[src/rtl/psr_pkg.sv]
package psr_pkg;

  typedef enum logic [2:0] {
    ST_IDLE  = 3'd0,
    ST_LOW   = 3'd1,
    ST_RECOV = 3'd2,
    ST_SELF  = 3'd3,
    ST_EXIT  = 3'd4
  } psr_state_e;

endpackage

[src/rtl/psr_ce_track.sv]
module psr_ce_track #(
  parameter int CE_TO_REF = 7
) (
  input  logic clk,
  input  logic rst_n,
  input  logic ce_n,
  output logic ce_fall,
  output logic ce_ok
);

  localparam int CW = $clog2(CE_TO_REF + 1);

  logic          ce_q;
  logic [CW-1:0] hi_q, hi_d;

  always_comb begin
    if (ce_n) begin
      hi_d = (hi_q >= CW'(CE_TO_REF)) ? hi_q : hi_q + CW'(1);
    end else begin
      hi_d = '0;
    end
  end

  always_ff @(posedge clk or negedge rst_n) begin
    if (!rst_n) begin
      ce_q <= 1'b1;
      hi_q <= CW'(CE_TO_REF);
    end else begin
      ce_q <= ce_n;
      hi_q <= hi_d;
    end
  end

  assign ce_fall = ce_q & ~ce_n;
  assign ce_ok   = (hi_q >= CW'(CE_TO_REF));

  AST_FALL_CLEARS_OK: assert property (@(posedge clk) disable iff (!rst_n)
    ce_fall |=> !ce_ok);

endmodule

[src/rtl/psr_row_ctr.sv]
module psr_row_ctr #(
  parameter int ROW_W = 9
) (
  input  logic             clk,
  input  logic             rst_n,
  input  logic             inc,
  output logic [ROW_W-1:0] ctr
);

  logic [ROW_W-1:0] ctr_q, ctr_d;

  always_comb begin
    ctr_d = ctr_q;
    if (inc) ctr_d = ctr_q + ROW_W'(1);
  end

  always_ff @(posedge clk or negedge rst_n) begin
    if (!rst_n) ctr_q <= '0;
    else        ctr_q <= ctr_d;
  end

  assign ctr = ctr_q;

  AST_CTR_STEP: assert property (@(posedge clk) disable iff (!rst_n)
    (ctr_q != $past(ctr_q)) |-> (ctr_q == $past(ctr_q) + ROW_W'(1)));

endmodule

[src/rtl/psr_strobe_fsm.sv]
module psr_strobe_fsm
  import psr_pkg::*;
#(
  parameter int MIN_PULSE   = 4,
  parameter int SELF_ENTRY  = 1000,
  parameter int SELF_PERIOD = 1953,
  parameter int RECOV_HIGH  = 4,
  parameter int CE_LOCKOUT  = 20
) (
  input  logic       clk,
  input  logic       rst_n,
  input  logic       rfsh_n,
  input  logic       ce_n,
  output psr_state_e state,
  output logic       ref_req,
  output logic       ce_early
);

  localparam int M1      = (SELF_ENTRY > CE_LOCKOUT) ? SELF_ENTRY : CE_LOCKOUT;
  localparam int M2      = (RECOV_HIGH > MIN_PULSE) ? RECOV_HIGH : MIN_PULSE;
  localparam int CNT_MAX = (M1 > M2) ? M1 : M2;
  localparam int CNT_W   = $clog2(CNT_MAX + 1);
  localparam int TMR_W   = $clog2(SELF_PERIOD);

  psr_state_e       state_q, state_d;
  logic [CNT_W-1:0] cnt_q, cnt_d;
  logic [TMR_W-1:0] tmr_q, tmr_d;
  logic             early_q, early_d;
  logic             req;

  always_comb begin
    state_d = state_q;
    cnt_d   = cnt_q;
    tmr_d   = tmr_q;
    req     = 1'b0;
    early_d = (state_q == ST_EXIT) && !ce_n;
    case (state_q)
      ST_IDLE: begin
        if (!rfsh_n) begin
          state_d = ST_LOW;
          cnt_d   = CNT_W'(1);
        end
      end
      ST_LOW: begin
        if (!rfsh_n) begin
          if ((cnt_q + CNT_W'(1)) >= CNT_W'(SELF_ENTRY)) begin
            state_d = ST_SELF;
            cnt_d   = '0;
            tmr_d   = '0;
            req     = 1'b1;
          end else begin
            cnt_d = cnt_q + CNT_W'(1);
          end
        end else if (cnt_q >= CNT_W'(MIN_PULSE)) begin
          state_d = ST_RECOV;
          cnt_d   = CNT_W'(1);
          req     = 1'b1;
        end else begin
          state_d = ST_IDLE;
          cnt_d   = '0;
        end
      end
      ST_RECOV: begin
        if (!rfsh_n) begin
          cnt_d = '0;
        end else if ((cnt_q + CNT_W'(1)) >= CNT_W'(RECOV_HIGH)) begin
          state_d = ST_IDLE;
          cnt_d   = '0;
        end else begin
          cnt_d = cnt_q + CNT_W'(1);
        end
      end
      ST_SELF: begin
        if (rfsh_n) begin
          state_d = ST_EXIT;
          cnt_d   = CNT_W'(1);
        end else if (tmr_q == TMR_W'(SELF_PERIOD - 1)) begin
          tmr_d = '0;
          req   = 1'b1;
        end else begin
          tmr_d = tmr_q + TMR_W'(1);
        end
      end
      ST_EXIT: begin
        if (cnt_q >= CNT_W'(CE_LOCKOUT)) begin
          state_d = ST_IDLE;
          cnt_d   = '0;
        end else begin
          cnt_d = cnt_q + CNT_W'(1);
        end
      end
      default: begin
        state_d = ST_IDLE;
        cnt_d   = '0;
      end
    endcase
  end

  always_ff @(posedge clk or negedge rst_n) begin
    if (!rst_n) begin
      state_q <= ST_IDLE;
      cnt_q   <= '0;
      tmr_q   <= '0;
      early_q <= 1'b0;
    end else begin
      state_q <= state_d;
      cnt_q   <= cnt_d;
      tmr_q   <= tmr_d;
      early_q <= early_d;
    end
  end

  assign state    = state_q;
  assign ref_req  = req;
  assign ce_early = early_q;

  AST_RECOV_HOLD: assert property (@(posedge clk) disable iff (!rst_n)
    (state_q == ST_RECOV && !rfsh_n) |=> (state_q == ST_RECOV));
  AST_SELF_LEAVE: assert property (@(posedge clk) disable iff (!rst_n)
    (state_q == ST_SELF && rfsh_n) |=> (state_q == ST_EXIT));
  AST_EARLY_SRC: assert property (@(posedge clk) disable iff (!rst_n)
    early_q |-> ($past(state_q) == ST_EXIT && !$past(ce_n)));
  AST_SHORT_NO_REQ: assert property (@(posedge clk) disable iff (!rst_n)
    (state_q == ST_LOW && rfsh_n && cnt_q < CNT_W'(MIN_PULSE)) |=> (state_q == ST_IDLE));

endmodule

[src/rtl/psram_refresh_seq.sv]
module psram_refresh_seq
  import psr_pkg::*;
#(
  parameter int ROW_W       = 9,
  parameter int MIN_PULSE   = 4,
  parameter int SELF_ENTRY  = 1000,
  parameter int SELF_PERIOD = 1953,
  parameter int RECOV_HIGH  = 4,
  parameter int CE_LOCKOUT  = 20,
  parameter int CE_TO_REF   = 7
) (
  input  logic             clk,
  input  logic             rst_n,
  input  logic             ce_n,
  input  logic             rfsh_n,
  input  logic [ROW_W-1:0] ext_row,
  output logic [ROW_W-1:0] row_addr,
  output logic             row_pulse,
  output logic             busy,
  output logic             ce_early
);

  psr_state_e       state;
  logic             ref_req, ce_fall, ce_ok;
  logic             ce_ref, issue;
  logic [ROW_W-1:0] ctr;
  logic             pend_q, pend_d;
  logic             pulse_q, pulse_d;
  logic [ROW_W-1:0] addr_q, addr_d;

  psr_strobe_fsm #(
    .MIN_PULSE  (MIN_PULSE),
    .SELF_ENTRY (SELF_ENTRY),
    .SELF_PERIOD(SELF_PERIOD),
    .RECOV_HIGH (RECOV_HIGH),
    .CE_LOCKOUT (CE_LOCKOUT)
  ) u_fsm (
    .clk     (clk),
    .rst_n   (rst_n),
    .rfsh_n  (rfsh_n),
    .ce_n    (ce_n),
    .state   (state),
    .ref_req (ref_req),
    .ce_early(ce_early)
  );

  psr_ce_track #(.CE_TO_REF(CE_TO_REF)) u_ce (
    .clk    (clk),
    .rst_n  (rst_n),
    .ce_n   (ce_n),
    .ce_fall(ce_fall),
    .ce_ok  (ce_ok)
  );

  psr_row_ctr #(.ROW_W(ROW_W)) u_ctr (
    .clk  (clk),
    .rst_n(rst_n),
    .inc  (issue),
    .ctr  (ctr)
  );

  always_comb begin
    ce_ref  = ce_fall && (state != ST_SELF) && (state != ST_EXIT);
    issue   = pend_q && ce_ok && ce_n;
    pend_d  = ref_req || (pend_q && !issue);
    pulse_d = ce_ref || issue;
    if (ce_ref)     addr_d = ext_row;
    else if (issue) addr_d = ctr;
    else            addr_d = addr_q;
  end

  always_ff @(posedge clk or negedge rst_n) begin
    if (!rst_n) begin
      pend_q  <= 1'b0;
      pulse_q <= 1'b0;
      addr_q  <= '0;
    end else begin
      pend_q  <= pend_d;
      pulse_q <= pulse_d;
      addr_q  <= addr_d;
    end
  end

  assign row_addr  = addr_q;
  assign row_pulse = pulse_q;
  assign busy      = (state != ST_IDLE) || pend_q;

  AST_STROBE_REF_GATED: assert property (@(posedge clk) disable iff (!rst_n)
    (pulse_q && !$past(ce_fall)) |-> ($past(ce_n) && $past(ce_ok)));
  AST_COLLIDE_KEEP: assert property (@(posedge clk) disable iff (!rst_n)
    (ce_ref && pend_q) |=> pend_q);
  AST_CE_ROW_SRC: assert property (@(posedge clk) disable iff (!rst_n)
    ce_ref |=> (row_pulse && row_addr == $past(ext_row)));

endmodule

[config.mk]
export PLATFORM = sky130hd
export DESIGN_NAME = psram_refresh_seq
export DESIGN_NICKNAME = d
export VERILOG_FILES = /design/src/rtl/psr_pkg.sv /design/src/rtl/psr_ce_track.sv /design/src/rtl/psr_row_ctr.sv /design/src/rtl/psr_strobe_fsm.sv /design/src/rtl/psram_refresh_seq.sv
export SDC_FILE = /design/constraint.sdc
export NUM_CORES = 1
export LEC_CHECK = 0
export BUFFER_PORTS_ARGS = -buffer_cell sky130_fd_sc_hd__buf_4
export CAP_MARGIN = 5
export CORE_UTILIZATION = 60
export CTS_BUF_LIST = sky130_fd_sc_hd__clkbuf_8
export CTS_CLUSTER_SIZE = 20
export DETAILED_ROUTE_END_ITERATION = 10
export GPL_ROUTABILITY_DRIVEN = 0
export PLACE_DENSITY = 0.8
export REMOVE_ABC_BUFFERS = 1
export SLEW_MARGIN = 20
export SYNTH_ARGS = -nofsm -noshare
export SYNTH_HDL_FRONTEND = slang
export SYNTH_SLANG_ARGS = --single-unit
[constraint.sdc]
create_clock -name clk -period 6.1 [get_ports clk]
set_clock_uncertainty 0.05 [all_clocks]
set_input_delay 1.22 -clock clk [delete_from_list [all_inputs] [get_ports clk]]
set_output_delay 1.22 -clock clk [all_outputs]
set_load 0.01 [all_outputs]
# Word-level counts from Yosys, hierarchy flattened
# Index checks and enable logic that the tools add are counted.
[word_totals] elab_cells=89 inputBits=13 register_bits=49
[op_classes] reduce_logical=18 bitwise=2 add_sub_neg=4 n_mux=33 order_cmp=5 eq_ne=17
[ops] operator="10-bit two-way mux" n=7
[ops] operator="10-bit one-hot mux with 5 select lines" n=1
[ops] operator="11-bit two-way mux" n=4
[ops] operator="3-bit two-way mux" n=9
[ops] operator="11-bit one-hot mux with 2 select lines" n=1
[ops] operator="10-bit by 3-bit greater-or-equal comparator with 1-bit output, second input constant" n=2
[ops] operator="9-bit two-way mux" n=2
[ops] operator="3-bit one-hot mux with 5 select lines" n=1
[ops] operator="2-bit != test, second input constant" n=7
[ops] operator="11-bit by 1-bit adder with 11-bit output, second input constant" n=1
[ops] operator="11-bit equality test, second input constant" n=1
[ops] operator="10-bit by 1-bit adder with 10-bit output, second input constant" n=1
[ops] operator="10-bit greater-or-equal comparator, second input constant" n=1
[ops] operator="10-bit by 5-bit greater-or-equal comparator with 1-bit output, second input constant" n=1
[ops] operator="9-bit by 1-bit adder with 9-bit output, second input constant" n=1
[ops] operator="3-bit by 2-bit equality test with 1-bit output, second input constant" n=2
[ops] operator="1-bit logical AND" n=6
[ops] operator="1-bit two-way mux" n=6
[ops] operator="3-bit by 2-bit != test with 1-bit output, second input constant" n=2
[ops] operator="6-bit AND reduction" n=1
[ops] operator="2-bit by 1-bit != test with 1-bit output, second input constant" n=2
[ops] operator="4-bit AND reduction" n=1
[ops] operator="2-bit nonzero test" n=2
[ops] operator="3-bit by 1-bit adder with 3-bit output, second input constant" n=1
[ops] operator="other kinds (13)" n=16

# Depth between registers and ports, before layout
# Gate-level depths: netlist (run 1).
[depth] ltp_word=6 ltp_mapped=9

# By module
# A second synthesis (run 1) with hierarchy kept.
[unflattened] cells_unflattened=293 area_unflattened_um2=3002.9
[by_module_without_submodules] mod="psr_strobe_fsm" area_per_inst_um2=1809.2 seq_area_each_um2=625.6 n_inst=1 cells_per_inst=209
[by_module_without_submodules] mod="psram_refresh_seq" area_per_inst_um2=596.8 seq_area_each_um2=275.3 n_inst=1 cells_per_inst=39
[by_module_without_submodules] mod="psr_row_ctr" area_per_inst_um2=387.9 seq_area_each_um2=225.2 n_inst=1 cells_per_inst=29
[by_module_without_submodules] mod="psr_ce_track" area_per_inst_um2=209.0 seq_area_each_um2=105.1 n_inst=1 cells_per_inst=16

# Worst setup path before layout (run 1)
# OpenSTA, ideal clock, no wires.
[synth_path] path_kind="input -> register" start="input rfsh_n" end="register u_fsm.tmr_q[4]" slack_ns=3.481 t_required_ns=5.940 n_path_buf=2 path_stages=7 arrival_ns=2.459 cell_sequence="inv_1 and3_1 clkbuf_1 nand3_4 and2_4 buf_6 o41ai_1"
[synth_between] elab_chain_cells=2 word_cells_on_any_way=3 cone_classes="2 x eq/ne; 1 x reduce/logical"
[synth_rtl] element="start, declared" line_no="psram_refresh_seq.sv:15" text="input logic rfsh_n,"
[synth_rtl] element="2-bit != test (no source line)"
[synth_rtl] element="4-bit AND reduction (no source line) *"
[synth_rtl] element="end signal, assigned" line_no="psr_strobe_fsm.sv:108" text="tmr_q <= tmr_d;"
[synth_rtl] element="end, declared" line_no="psr_strobe_fsm.sv:27" text="logic [TMR_W-1:0] tmr_q, tmr_d;"
# Mark *: on every way between the ends. The rest lies on a longest branch, timed or not.
# A chain may end at the register's enable or synchronous reset.

# Worst setup path after layout (run 1)
[layout_path] start="register u_fsm.cnt_q[1]" end="register u_fsm.cnt_q[1]"
[layout_between] elab_chain_cells=5 word_cells_on_any_way=10 cone_classes="1 x add/sub; 3 x order compare; 6 x mux"
[layout_rtl] element="start, declared" line_no="psr_strobe_fsm.sv:26" text="logic [CNT_W-1:0] cnt_q, cnt_d;"
[layout_rtl] element="start signal, assigned" line_no="psr_strobe_fsm.sv:107" text="cnt_q <= cnt_d;"
[layout_rtl] element="10-bit by 1-bit adder with 10-bit output"
[layout_rtl] element="10-bit by 3-bit greater-or-equal comparator with 1-bit output / 10-bit greater-or-equal comparator (equally long branches)" line_no="psr_strobe_fsm.sv:66, psr_strobe_fsm.sv:46"
[layout_rtl] element="10-bit two-way mux, on equally long branches" line_no="psr_strobe_fsm.sv:66, psr_strobe_fsm.sv:46"
[layout_rtl] element="10-bit two-way mux, on equally long branches" line_no="psr_strobe_fsm.sv:64, psr_strobe_fsm.sv:45"
[layout_rtl] element="10-bit one-hot mux with 5 select lines *" line_no="psr_strobe_fsm.sv:37" text="case (state_q)"
# Marked as above.

==> impl_metrics.csv, run 1 <==
group,metric,value,unit
sta,hold_violations,0,
floorplanning,core.rowCount,25,
yosys,syn_avg_cell_area,9.10,um2
cts,clock-root-buffer,"sky130_fd_sc_hd__clkbuf_8",
power_and_ir_drop,power_density,316,nW/um2
final_layout,fill_cells,389,
final_layout,diode_count,0,
cts,clkSinkCount,49,
sta,tightest_slew,640,ps
yosys,synthCells,322,
final_layout,final_core_util,67.4,%
worst_setup_path,critical_path.max_fanout,12,
place,dpl_worst_slack,3280,ps
worst_setup_path,setup.worst_path.start_class,"register",
cts,post_cts.resized_instances,0,
sta,timing.final.crit_period,2790,ps
yosys,synth_enable_flop_cells,0,
floorplanning,effective_utilization_at_floorplan,62.0,%
drt,via_count,2502,
sta,slew_headroom,57.0,%
place,placement.cell_area,3090,um2
sta,rsz0062_at_grt,"no",
cts,cts_buffer_depth,2,
floorplanning,design.die.area,5170,um2
yosys,postSynth.topFlopCell,"sky130_fd_sc_hd__dfrtp_1",
drt,avgViaCountPerCell,6.19,
cts,htreeDepth,2,
cts,cts_tree,"done",
yosys,seq_area_frac_synth,42.0,%
worst_hold_path,hold_path.class,"reg2reg",
sta,timing.final.setup_violations,0,
global_routing,globalRouteOverflowTotal,0,
global_routing,grt_antenna_before_repair,0,
sta,max_clock_freq,0.359,GHz
yosys,ys_ff_latch,49,
cts,reg_clk_slew_reported_paths,90,ps
sta,fin_tns_setup,0,ps
global_routing,grt_pass1_vias,2240,
yosys,synth.lib_cells_used.distinct,59,
place,place.port_buffers,24,
sta,timing.hold.ws,419,ps
floorplanning,pin_count,25,
drt,drt_iter0_markers,165,
job,max_capacitance_violation_total,0,
final_layout,syn_to_final_growth,8.67,%
final_layout,drive_above_1_share,13.4,%
power_and_ir_drop,vdd.ir_drop.worst,169,uV
worst_setup_path,cp_data_required_time,6200,ps
drt,dr.pass1.iters,4,
global_routing,grt_use_total,25.6,%
power_and_ir_drop,power_leakage,1.47,nW
drt,wirelength,6120,um
final_layout,post-route-cell-area,3180,um2
yosys,ys_warn_count,0,
sta,slew_viol_final,0,
floorplanning,dieWidth,71.9,um
worst_setup_path,critical_path_arrival,2890,ps
worst_setup_path,timing.setup.critical_path_class,"reg2reg",
cts,cts_setup_buffers,0,
drt,routed_wire_length_per_instance,15.2,um
yosys,ys_async_rst_share,100,%
status,outcome,"finished clean",
final_layout,highest_count_cells_in_the_layout_ignoring_fill_and_taps,"45 x sky130_fd_sc_hd__dfrtp_1, 44 x sky130_fd_sc_hd__nand2_1, 24 x sky130_fd_sc_hd__buf_4, 20 x sky130_fd_sc_hd__nor2_1, 20 x sky130_fd_sc_hd__o21ai_0",
sta,timing.final.crit_share,45.7,%
cts,count_of_hold_fix_buffers_inserted_at_cts,0,
final_layout,mostFrequentLayoutCell,"sky130_fd_sc_hd__dfrtp_1",
final_layout,num-nets-final,356,
cts,worst_skew_pair.late_latency,300,ps
floorplanning,floorplan.core_area,4720,um2
sta,worst_slack,3310,ps
global_routing,grt_first_pass_wirelength,10400,um
worst_setup_path,endpoint_kind,"register",
cts,total_clock_buffers_created_by_cts,5,
drt,post-route-drc-count,0,
drt,postRouteAntennaNets,0,
global_routing,grt_max_degree,50,
place,dp_hpwl,4390,um
yosys,synth.cell_area,2930,um2
floorplanning,die_height,71.9,um
[per-layer routing]
layer  global-route usage [%]  share of wire (%)  vias up
met2                     38.9                 46      109
met4                     7.63               0.62        0
met5                        0                  0        -
li1                         -                  -     1201
met3                     4.08                7.1        4
met1                     37.8                 46     1188
[synthesized netlist by cell type, drive strengths merged (3+ instances only)]
| cell | number | area, um2 |
|---|---|---|
| dfrtp | 45 | 1130 |
| nand2 | 44 | 165 |
| nor2 | 20 | 75.1 |
| o21ai | 20 | 100 |
| inv | 13 | 48.8 |
| nand3 | 13 | 77.6 |
| a31oi | 12 | 81.3 |
| and3 | 12 | 75.1 |
| clkbuf | 10 | 41.3 |
| a21oi | 9 | 45.0 |
| nand4 | 9 | 56.3 |
| mux2i | 8 | 80.1 |
| a22oi | 7 | 52.6 |
| buf | 7 | 58.8 |
| ha | 7 | 87.6 |
| nor3 | 7 | 35.0 |
| nand2b | 6 | 37.5 |
| xnor2 | 6 | 52.6 |
| and2 | 4 | 27.5 |
| dfstp | 4 | 105 |
| o22ai | 4 | 25.0 |
| or3 | 4 | 25.0 |
| xor2 | 4 | 35.0 |
| a211oi | 3 | 35.0 |
| a22o | 3 | 26.3 |
| and4 | 3 | 26.3 |
| nand3b | 3 | 22.5 |
| o31ai | 3 | 22.5 |
| o41ai | 3 | 26.3 |
[logic make-up after synthesis]
kind of cell / Yosys count / share of synthesized area [%]
muxes: 8 / 2.73
DFF: 49 / 42.0
AOI/OAI and AO/OA: 79 / 18.4
xor gates and xnor gates: 10 / 2.99
buffers and inverters: 30 / 5.08
and+or+nand+nor: 139 / 25.8
adders and majority gates: 7 / 2.99
[state kept, by name, summed over array words and instances, names as in the netlist]
signal / flops
u_fsm.tmr_q: 11
u_fsm.cnt_q: 10
row_addr: 9
u_ctr.ctr: 9
u_ce.hi_q: 3
u_fsm.state: 3
pend_q: 1
row_pulse: 1
u_ce.ce_q: 1
u_fsm.ce_early: 1
[per-stage QoR]
step,instances,power [mW]
2_1_floorplan,305,0.688
3_3_place_gp,396,0.805
3_5_place_dp,396,0.816
4_1_cts,404,1.01
5_1_grt,404,1.08
6_report,404,1.01
[where the power goes]
group | internal (mW) | total (mW) | switching (mW)
sequential | 0.391 | 0.482 | 0.0906
clock | 0.0814 | 0.192 | 0.110
combinational | 0.143 | 0.333 | 0.189
[critical path: stages (launching register included)]
cell	delay, ps
sky130_fd_sc_hd__dfrtp_1	480
sky130_fd_sc_hd__ha_1	490
sky130_fd_sc_hd__xnor2_1	130
sky130_fd_sc_hd__a41o_1	300
sky130_fd_sc_hd__a211oi_4	310
sky130_fd_sc_hd__a21boi_0	170
sky130_fd_sc_hd__nor3_1	520
sky130_fd_sc_hd__o22ai_1	180
[worst paths after layout]
check,start,endpoint,slack (ps),cells past startpoint
worst max register to register,u_fsm.cnt_q[1],u_fsm.cnt_q[1],3310,7
worst min-delay path,u_ctr.ctr[8],u_ctr.ctr[8],420,1
max in group asynchronous,rst_n,row_addr[6],4720,1
min in group asynchronous,rst_n,row_addr[4],880,1
worst max-delay path,u_fsm.cnt_q[1],u_fsm.cnt_q[1],3310,7
worst min register to register,u_ctr.ctr[8],u_ctr.ctr[8],420,1
[cell type report]
cell class,instances,area [um2],area share (%)
Multi-Input combinational cell,243,1550,48.7
Sequential cell,49,1230,38.7
Timing Repair Buffer,24,180,5.66
Tap cell,67,83.8,2.63
Clock buffer,5,68.8,2.16
Inverter,13,48.8,1.53
Clock inverter,3,21.3,0.668
Power figures use the tool's default switching activity.
==> run 2: changes to the inputs <==
--- a/config.mk
+++ b/config.mk
@@ -7,12 +7,12 @@
 export LEC_CHECK = 0
 export BUFFER_PORTS_ARGS = -buffer_cell sky130_fd_sc_hd__buf_4
 export CAP_MARGIN = 5
-export CORE_UTILIZATION = 60
+export CORE_UTILIZATION = 56
 export CTS_BUF_LIST = sky130_fd_sc_hd__clkbuf_8
 export CTS_CLUSTER_SIZE = 20
 export DETAILED_ROUTE_END_ITERATION = 10
 export GPL_ROUTABILITY_DRIVEN = 0
-export PLACE_DENSITY = 0.8
+export PLACE_DENSITY = 0.79
 export REMOVE_ABC_BUFFERS = 1
 export SLEW_MARGIN = 20
 export SYNTH_ARGS = -nofsm -noshare
==> constraint.sdc (replaced) <==
create_clock -name clk -period 2.45 [get_ports clk]
set_clock_uncertainty 0.05 [all_clocks]
set_input_delay 0.49 -clock clk [delete_from_list [all_inputs] [get_ports clk]]
set_output_delay 0.49 -clock clk [all_outputs]
set_load 0.01 [all_outputs]
==> impl_metrics.csv, run 2 (synthesis gave the netlist of run 1 again) <==
group,metric,value,unit
global_routing,grt_first_pass_wirelength,10500,um
global_routing,grt_use_total,24.4,%
floorplanning,design.die.area,5530,um2
status,outcome,"finished clean",
sta,timing.final.crit_period,2350,ps
sta,slew_headroom,55.7,%
final_layout,register_name_with_the_most_flops,"u_fsm.tmr_q",
power_and_ir_drop,switching_share,38.7,%
final_layout,syn_to_final_growth,14.7,%
power_and_ir_drop,switchingPower,1.02,mW
power_and_ir_drop,share_seq_of_total_power,43.7,%
cts,count_of_hold_fix_buffers_inserted_at_cts,0,
sta,rsz0062_at_grt,"no",
power_and_ir_drop,vdd.ir_drop.worst,596,uV
floorplanning,dieWidth,74.3,um
worst_setup_path,critical_path.max_fanout,10,
place,place.port_buffers,24,
final_layout,highest_count_cells_in_the_layout_ignoring_fill_and_taps,"44 x sky130_fd_sc_hd__nand2_1, 43 x sky130_fd_sc_hd__dfrtp_1, 42 x sky130_fd_sc_hd__buf_4, 20 x sky130_fd_sc_hd__nor2_1, 20 x sky130_fd_sc_hd__o21ai_0",
sta,worst_slack,101,ps
worst_setup_path,setup.worst_path.start_class,"register",
sta,slew_viol_final,0,
floorplanning,core.rowCount,25,
cts,cts_setup_buffers,0,
sta,hold_violations,0,
drt,routed_wire_length_per_instance,15.2,um
worst_setup_path,timing.setup.critical_path_class,"reg2reg",
power_and_ir_drop,power.internal,1.62,mW
worst_setup_path,cp_data_required_time,2590,ps
final_layout,drive_above_1_share,20.3,%
worst_setup_path,setup.worst_path.start,"u_fsm.cnt_q[0]",
worst_setup_path,reg2reg_from,"u_fsm.cnt_q[0]",
final_layout,layout.area.seq,1230,um2
global_routing,grt_max_degree,50,
drt,post-route-drc-count,0,
drt,via_count,2558,
worst_setup_path,critical_path.endpoint,"u_fsm.tmr_q[8]",
global_routing,globalRouteOverflowTotal,0,
drt,wirelength,6430,um
cts,worst_skew_pair.late_latency,300,ps
cts,htreeDepth,2,
worst_setup_path,worst-r2r-cell-count,8,
floorplanning,pin_count,25,
cts,total_clock_buffers_created_by_cts,5,
drt,drt_iter0_markers,123,
cts,reg_clk_slew_reported_paths,90,ps
job,max_capacitance_violation_total,0,
floorplanning,die_height,74.3,um
place,placement.cell_area,3230,um2
final_layout,post-route-cell-area,3360,um2
worst_setup_path,setup_slack_on_the_worst_flop_to_flop_path,100,ps
sta,timing.final.crit_share,95.9,%
final_layout,largest_register_ff_count,11,
final_layout,diode_count,0,
final_layout,multi_input_comb_area,1590,um2
worst_hold_path,hold_path.class,"in2async",
final_layout,fill_cells,377,
cts,post_cts.resized_instances,1,
final_layout,mostFrequentLayoutCell,"sky130_fd_sc_hd__nand2_1",
power_and_ir_drop,power_leakage,1.58,nW
power_and_ir_drop,share_comb_of_total_power,38.0,%
place,dp_hpwl,4610,um
cts,cts_buffer_depth,2,
place,dpl_worst_slack,-91.9,ps
power_and_ir_drop,power_density,784,nW/um2
global_routing,grt_antenna_before_repair,0,
drt,avgViaCountPerCell,6.06,
worst_setup_path,critical_path_arrival,2490,ps
cts,clkSinkCount,49,
sta,timing.hold.ws,151,ps
floorplanning,floorplan.core_area,4880,um2
floorplanning,effective_utilization_at_floorplan,60.1,%
cts,cts_tree,"done",
worst_setup_path,endpoint_kind,"register",
drt,dr.pass1.iters,4,
sta,tightest_slew,662,ps
worst_setup_path,reg2reg_to,"u_fsm.tmr_q[8]",
global_routing,grt_pass1_vias,2271,
sta,timing.final.setup_violations,0,
power_and_ir_drop,clock_power_share,18.2,%
drt,postRouteAntennaNets,0,
cts,clock-root-buffer,"sky130_fd_sc_hd__clkbuf_8",
final_layout,reg.largest.list,"u_fsm.tmr_q x11, u_fsm.cnt_q x10",
sta,max_clock_freq,0.426,GHz
final_layout,num-nets-final,374,
[run 2: cell types whose count changed in the layout (fill, tap and decap cells not counted), moves of 2 or more]
cell,before,now
sky130_fd_sc_hd__buf_4,24,42
sky130_fd_sc_hd__dfrtp_1,45,43
sky130_fd_sc_hd__dfrtp_2,0,2
sky130_fd_sc_hd__nor3_1,7,5
sky130_fd_sc_hd__nor3_2,0,2
sky130_fd_sc_hd__o41ai_1,3,0
sky130_fd_sc_hd__o41ai_2,0,3
[run 2: metrics by stage]
stage	utilization, %	cells	TNS, ps	power (mW)
after CTS	68.1	422	0	2.63
after global routing	68.9	422	0	2.82
after floorplan	-	305	0	1.71
final	68.9	422	0	2.64
after detailed placement	66.2	414	-254	2.14
after global placement	66.2	414	0	2.11
[run 2: power groups by stage]
| stage | combinational, mW | clock, mW | sequential (mW) |
|---|---|---|---|
| floorplan | 0.531 | 0 | 1.18 |
| global placement | 0.957 | 0 | 1.15 |
| detailed placement | 0.985 | 0 | 1.16 |
| CTS | 0.994 | 0.490 | 1.14 |
| global route | 1.12 | 0.520 | 1.18 |
| finish | 1.00 | 0.481 | 1.15 |
[run 2: worst max-delay path, stage by stage (launching register included)]
cell and delay, ps:
sky130_fd_sc_hd__dfrtp_2 460, sky130_fd_sc_hd__ha_2 220, sky130_fd_sc_hd__xnor2_1 120, sky130_fd_sc_hd__a41o_1 290, sky130_fd_sc_hd__a211oi_4 220, sky130_fd_sc_hd__buf_4 160, sky130_fd_sc_hd__nand3_4 140, sky130_fd_sc_hd__and2_4 250
sky130_fd_sc_hd__o41ai_2 330
[run 2: cell type report]
cell class / count / share of cell area, %
Tap cell: 67 / 2.49
Inverter: 13 / 1.45
Timing Repair Buffer: 42 / 9.38
Multi-Input combinational cell: 243 / 47.3
Sequential cell: 49 / 36.7
Clock buffer: 5 / 2.05
Clock inverter: 3 / 0.633
[run 2: how the worst min path moves through the flow]
| stage | start | endpoint | cells past startpoint |
|---|---|---|---|
| 2_1_floorplan | rst_n | pend_q | 0 |
| 3_3_place_gp | u_ctr.ctr[8] | u_ctr.ctr[8] | 1 |
| 3_5_place_dp | u_ctr.ctr[8] | u_ctr.ctr[8] | 1 |
| 4_1_cts | rst_n | u_fsm.cnt_q[9] | 1 |
| 5_1_grt | rst_n | row_pulse | 1 |
| 6_report | rst_n | row_pulse | 1 |
[run 2: routing by layer]
metal  track usage [%]  vias to the layer above  share of wire (%)
met5                 0                        -                  0
met1              32.4                     1238                 47
met2              42.7                       72                 49
li1                  -                     1239                  -
met3              3.39                        9                3.7
met4              5.24                        0               0.84
==> run 3: changes to the inputs <==
--- a/config.mk
+++ b/config.mk
@@ -7,14 +7,14 @@
 export LEC_CHECK = 0
 export BUFFER_PORTS_ARGS = -buffer_cell sky130_fd_sc_hd__buf_4
 export CAP_MARGIN = 5
-export CORE_UTILIZATION = 56
-export CTS_BUF_LIST = sky130_fd_sc_hd__clkbuf_8
+export CORE_UTILIZATION = 54
 export CTS_CLUSTER_SIZE = 20
 export DETAILED_ROUTE_END_ITERATION = 10
 export GPL_ROUTABILITY_DRIVEN = 0
-export PLACE_DENSITY = 0.79
+export PLACE_DENSITY = 0.76
 export REMOVE_ABC_BUFFERS = 1
 export SLEW_MARGIN = 20
 export SYNTH_ARGS = -nofsm -noshare
 export SYNTH_HDL_FRONTEND = slang
+export SYNTH_HIERARCHICAL = 1
 export SYNTH_SLANG_ARGS = --single-unit
==> impl_metrics.csv, run 3 <==
group,metric,value,unit
drt,drt_iter0_markers,102,
floorplanning,dieWidth,76.6,um
cts,worst_skew_pair.late_latency,300,ps
sta,fin_tns_setup,0,ps
yosys,ys_ff_latch,49,
sta,slew_headroom,42.6,%
place,dpl_worst_slack,70.0,ps
worst_setup_path,critical_path_arrival,2530,ps
worst_setup_path,setup.worst_path.start_class,"register",
yosys,ys_async_rst_share,100,%
global_routing,grt_max_degree,50,
cts,cts_tree,"done",
drt,post-route-drc-count,0,
global_routing,globalRouteOverflowTotal,0,
power_and_ir_drop,share_seq_of_total_power,46.0,%
power_and_ir_drop,design_power_total,2.26,mW
yosys,synthCells,293,
power_and_ir_drop,clock_power_share,20.8,%
floorplanning,effective_utilization_at_floorplan,57.3,%
yosys,syn_avg_cell_area,10.2,um2
yosys,postSynth.topFlopCell,"sky130_fd_sc_hd__dfrtp_1",
yosys,synth_top_cells_by_area,"sky130_fd_sc_hd__dfrtp_1 37%, sky130_fd_sc_hd__mux2_4 4.5%, sky130_fd_sc_hd__mux2_2 4.1%, sky130_fd_sc_hd__dfstp_2 3.5%, sky130_fd_sc_hd__ha_1 2.9%",
worst_setup_path,timing.setup.critical_path_class,"reg2reg",
worst_setup_path,endpoint_kind,"register",
floorplanning,core.rowCount,26,
final_layout,mostFrequentLayoutCell,"sky130_fd_sc_hd__dfrtp_1",
drt,dr.pass1.iters,5,
power_and_ir_drop,switchingPower,0.777,mW
worst_hold_path,hold_path.class,"in2async",
power_and_ir_drop,vdd.ir_drop.worst,485,uV
place,place.port_buffers,24,
floorplanning,pin_count,25,
worst_setup_path,critical_path.max_fanout,7,
final_layout,drive_above_1_share,27.0,%
cts,count_of_hold_fix_buffers_inserted_at_cts,0,
final_layout,multi_input_comb_area,1660,um2
final_layout,reg.largest.list,"u_fsm/tmr_q x11, u_fsm/cnt_q x10",
final_layout,syn_to_final_growth,12.0,%
drt,avgViaCountPerCell,6.09,
cts,total_clock_buffers_created_by_cts,5,
yosys,ys_warn_count,6,
sta,max_clock_freq,0.420,GHz
yosys,synth_enable_flop_cells,0,
sta,worst_slack,71.0,ps
sta,slew_viol_final,0,
worst_setup_path,reg2reg_to,"u_fsm/cnt_q[2]",
power_and_ir_drop,power_leakage,1.47,nW
global_routing,grt_use_total,22.8,%
worst_setup_path,setup.worst_path.start,"u_fsm/cnt_q[0]",
power_and_ir_drop,power_density,671,nW/um2
yosys,yosys.area.top_type,"sky130_fd_sc_hd__dfrtp_1",
sta,timing.hold.ws,152,ps
yosys,synth.top_cell.area_share,37.5,%
job,max_capacitance_violation_total,0,
worst_setup_path,worst-r2r-cell-count,6,
final_layout,layout.area.seq,1230,um2
drt,postRouteAntennaNets,0,
sta,rsz0062_at_grt,"no",
cts,htreeDepth,2,
global_routing,grt_first_pass_wirelength,10700,um
worst_setup_path,setup_slack_on_the_worst_flop_to_flop_path,70,ps
power_and_ir_drop,switching_share,34.4,%
drt,routed_wire_length_per_instance,15.8,um
final_layout,largest_register_ff_count,11,
status,outcome,"finished clean",
final_layout,num-nets-final,341,
yosys,seq_area_frac_synth,41.0,%
power_and_ir_drop,power.internal,1.48,mW
yosys,synth.lib_cells_used.distinct,68,
cts,reg_clk_slew_reported_paths,90,ps
place,dp_hpwl,4340,um
sta,tightest_slew,855,ps
worst_setup_path,cp_data_required_time,2600,ps
global_routing,grt_antenna_before_repair,0,
yosys,synth.cell_area,3000,um2
cts,clock-root-buffer,"sky130_fd_sc_hd__clkbuf_8",
final_layout,highest_count_cells_in_the_layout_ignoring_fill_and_taps,"43 x sky130_fd_sc_hd__dfrtp_1, 34 x sky130_fd_sc_hd__buf_4, 20 x sky130_fd_sc_hd__nand2_1, 16 x sky130_fd_sc_hd__nand3_1, 14 x sky130_fd_sc_hd__nor2_1",
global_routing,grt_pass1_vias,2244,
sta,timing.final.setup_violations,0,
worst_setup_path,reg2reg_from,"u_fsm/cnt_q[0]",
cts,clkSinkCount,49,
drt,via_count,2388,
power_and_ir_drop,share_comb_of_total_power,33.3,%
sta,timing.final.crit_share,97.1,%
floorplanning,die_height,76.6,um
cts,cts_buffer_depth,2,
floorplanning,design.die.area,5860,um2
final_layout,diode_count,0,
sta,hold_violations,0,
drt,wirelength,6180,um
floorplanning,floorplan.core_area,5240,um2
yosys,yosys.cell_count.top_type,"sky130_fd_sc_hd__dfrtp_1",
final_layout,fill_cells,430,
yosys,synth_common_cells,"45 x sky130_fd_sc_hd__dfrtp_1, 20 x sky130_fd_sc_hd__nand2_1, 16 x sky130_fd_sc_hd__nand3_1, 15 x sky130_fd_sc_hd__nor2_1, 12 x sky130_fd_sc_hd__o21ai_0",
cts,cts_setup_buffers,0,
worst_setup_path,critical_path.endpoint,"u_fsm/cnt_q[2]",
cts,post_cts.resized_instances,0,
sta,timing.final.crit_period,2380,ps
final_layout,register_name_with_the_most_flops,"u_fsm/tmr_q",
run 3: changes by cell type in the layout (fill, tap and decap cells not counted), moves of 6 or more:
cell / before / now
sky130_fd_sc_hd__a22oi_1: 7 / 0
sky130_fd_sc_hd__a31oi_1: 11 / 0
sky130_fd_sc_hd__buf_4: 42 / 34
sky130_fd_sc_hd__mux2_2: 0 / 11
sky130_fd_sc_hd__mux2_4: 0 / 9
sky130_fd_sc_hd__nand2_1: 44 / 20
sky130_fd_sc_hd__nand4_1: 9 / 3
sky130_fd_sc_hd__nor2_1: 20 / 14
sky130_fd_sc_hd__nor3_1: 5 / 11
sky130_fd_sc_hd__o21ai_0: 20 / 12
sky130_fd_sc_hd__o2bb2ai_1: 1 / 8
run 3: critical path, stage by stage (launching register included):
cell and delay, ps:
sky130_fd_sc_hd__dfrtp_1 440, sky130_fd_sc_hd__and3_1 370, sky130_fd_sc_hd__a311oi_2 160, sky130_fd_sc_hd__o21a_2 240, sky130_fd_sc_hd__nor3_1 700, sky130_fd_sc_hd__o311ai_1 190, sky130_fd_sc_hd__o221ai_1 140
run 3: area by class of cell:
class	count	share of cell area [%]
Sequential cell	49	36.7
Clock inverter	2	0.446
Multi-Input combinational cell	220	49.3
Tap cell	70	2.60
Inverter	11	1.23
Clock buffer	6	2.16
Timing Repair Buffer	34	7.59
run 3: metal layers:
layer / vias to the layer above / track usage, % / share of wire (%)
met4: 0 / 8.08 / 1.3
li1: 1144 / - / -
met3: 9 / 4.07 / 4.4
met2: 76 / 34.4 / 46
met1: 1159 / 32.9 / 48
met5: - / 0 / 0
run 3: metrics by stage:
stage	std cells	utilization, %	area [um2]
floorplan	280	-	2910
CTS	392	63.8	3340
detailed placement	384	62.1	3250
global route	392	64.2	3360
finish	392	64.2	3360
global placement	384	62.1	3250
run 3: worst min-delay path by stage:
stage	start	endpoint
2_1_floorplan	rst_n	pend_q
5_1_grt	rst_n	u_fsm/tmr_q[4]
4_1_cts	rst_n	u_fsm/tmr_q[4]
3_3_place_gp	u_ctr/ctr[8]	u_ctr/ctr[8]
3_5_place_dp	u_ctr/ctr[8]	u_ctr/ctr[8]
6_report	rst_n	u_fsm/tmr_q[4]
run 3: power by group through the flow:
stage	combinational [mW]	clock, mW	sequential (mW)
2_1_floorplan	0.432	0	1.07
3_3_place_gp	0.726	0	1.04
3_5_place_dp	0.741	0	1.05
4_1_cts	0.746	0.493	1.03
5_1_grt	0.831	0.516	1.05
6_report	0.750	0.469	1.04
run 3: kinds of logic (layout without fill, tap and decap cells):
group	Yosys count	count (layout)	synth area share (%)
XOR/XNOR	12	12	3.50
multiplexers	25	25	10.3
flip-flops	49	49	41.0
AND/OR/NAND/NOR	103	103	19.2
adder cells (fa/ha/maj)	7	7	2.92
buffers and inverters	24	53	4.42
AO/OA/AOI/OAI	73	73	18.7
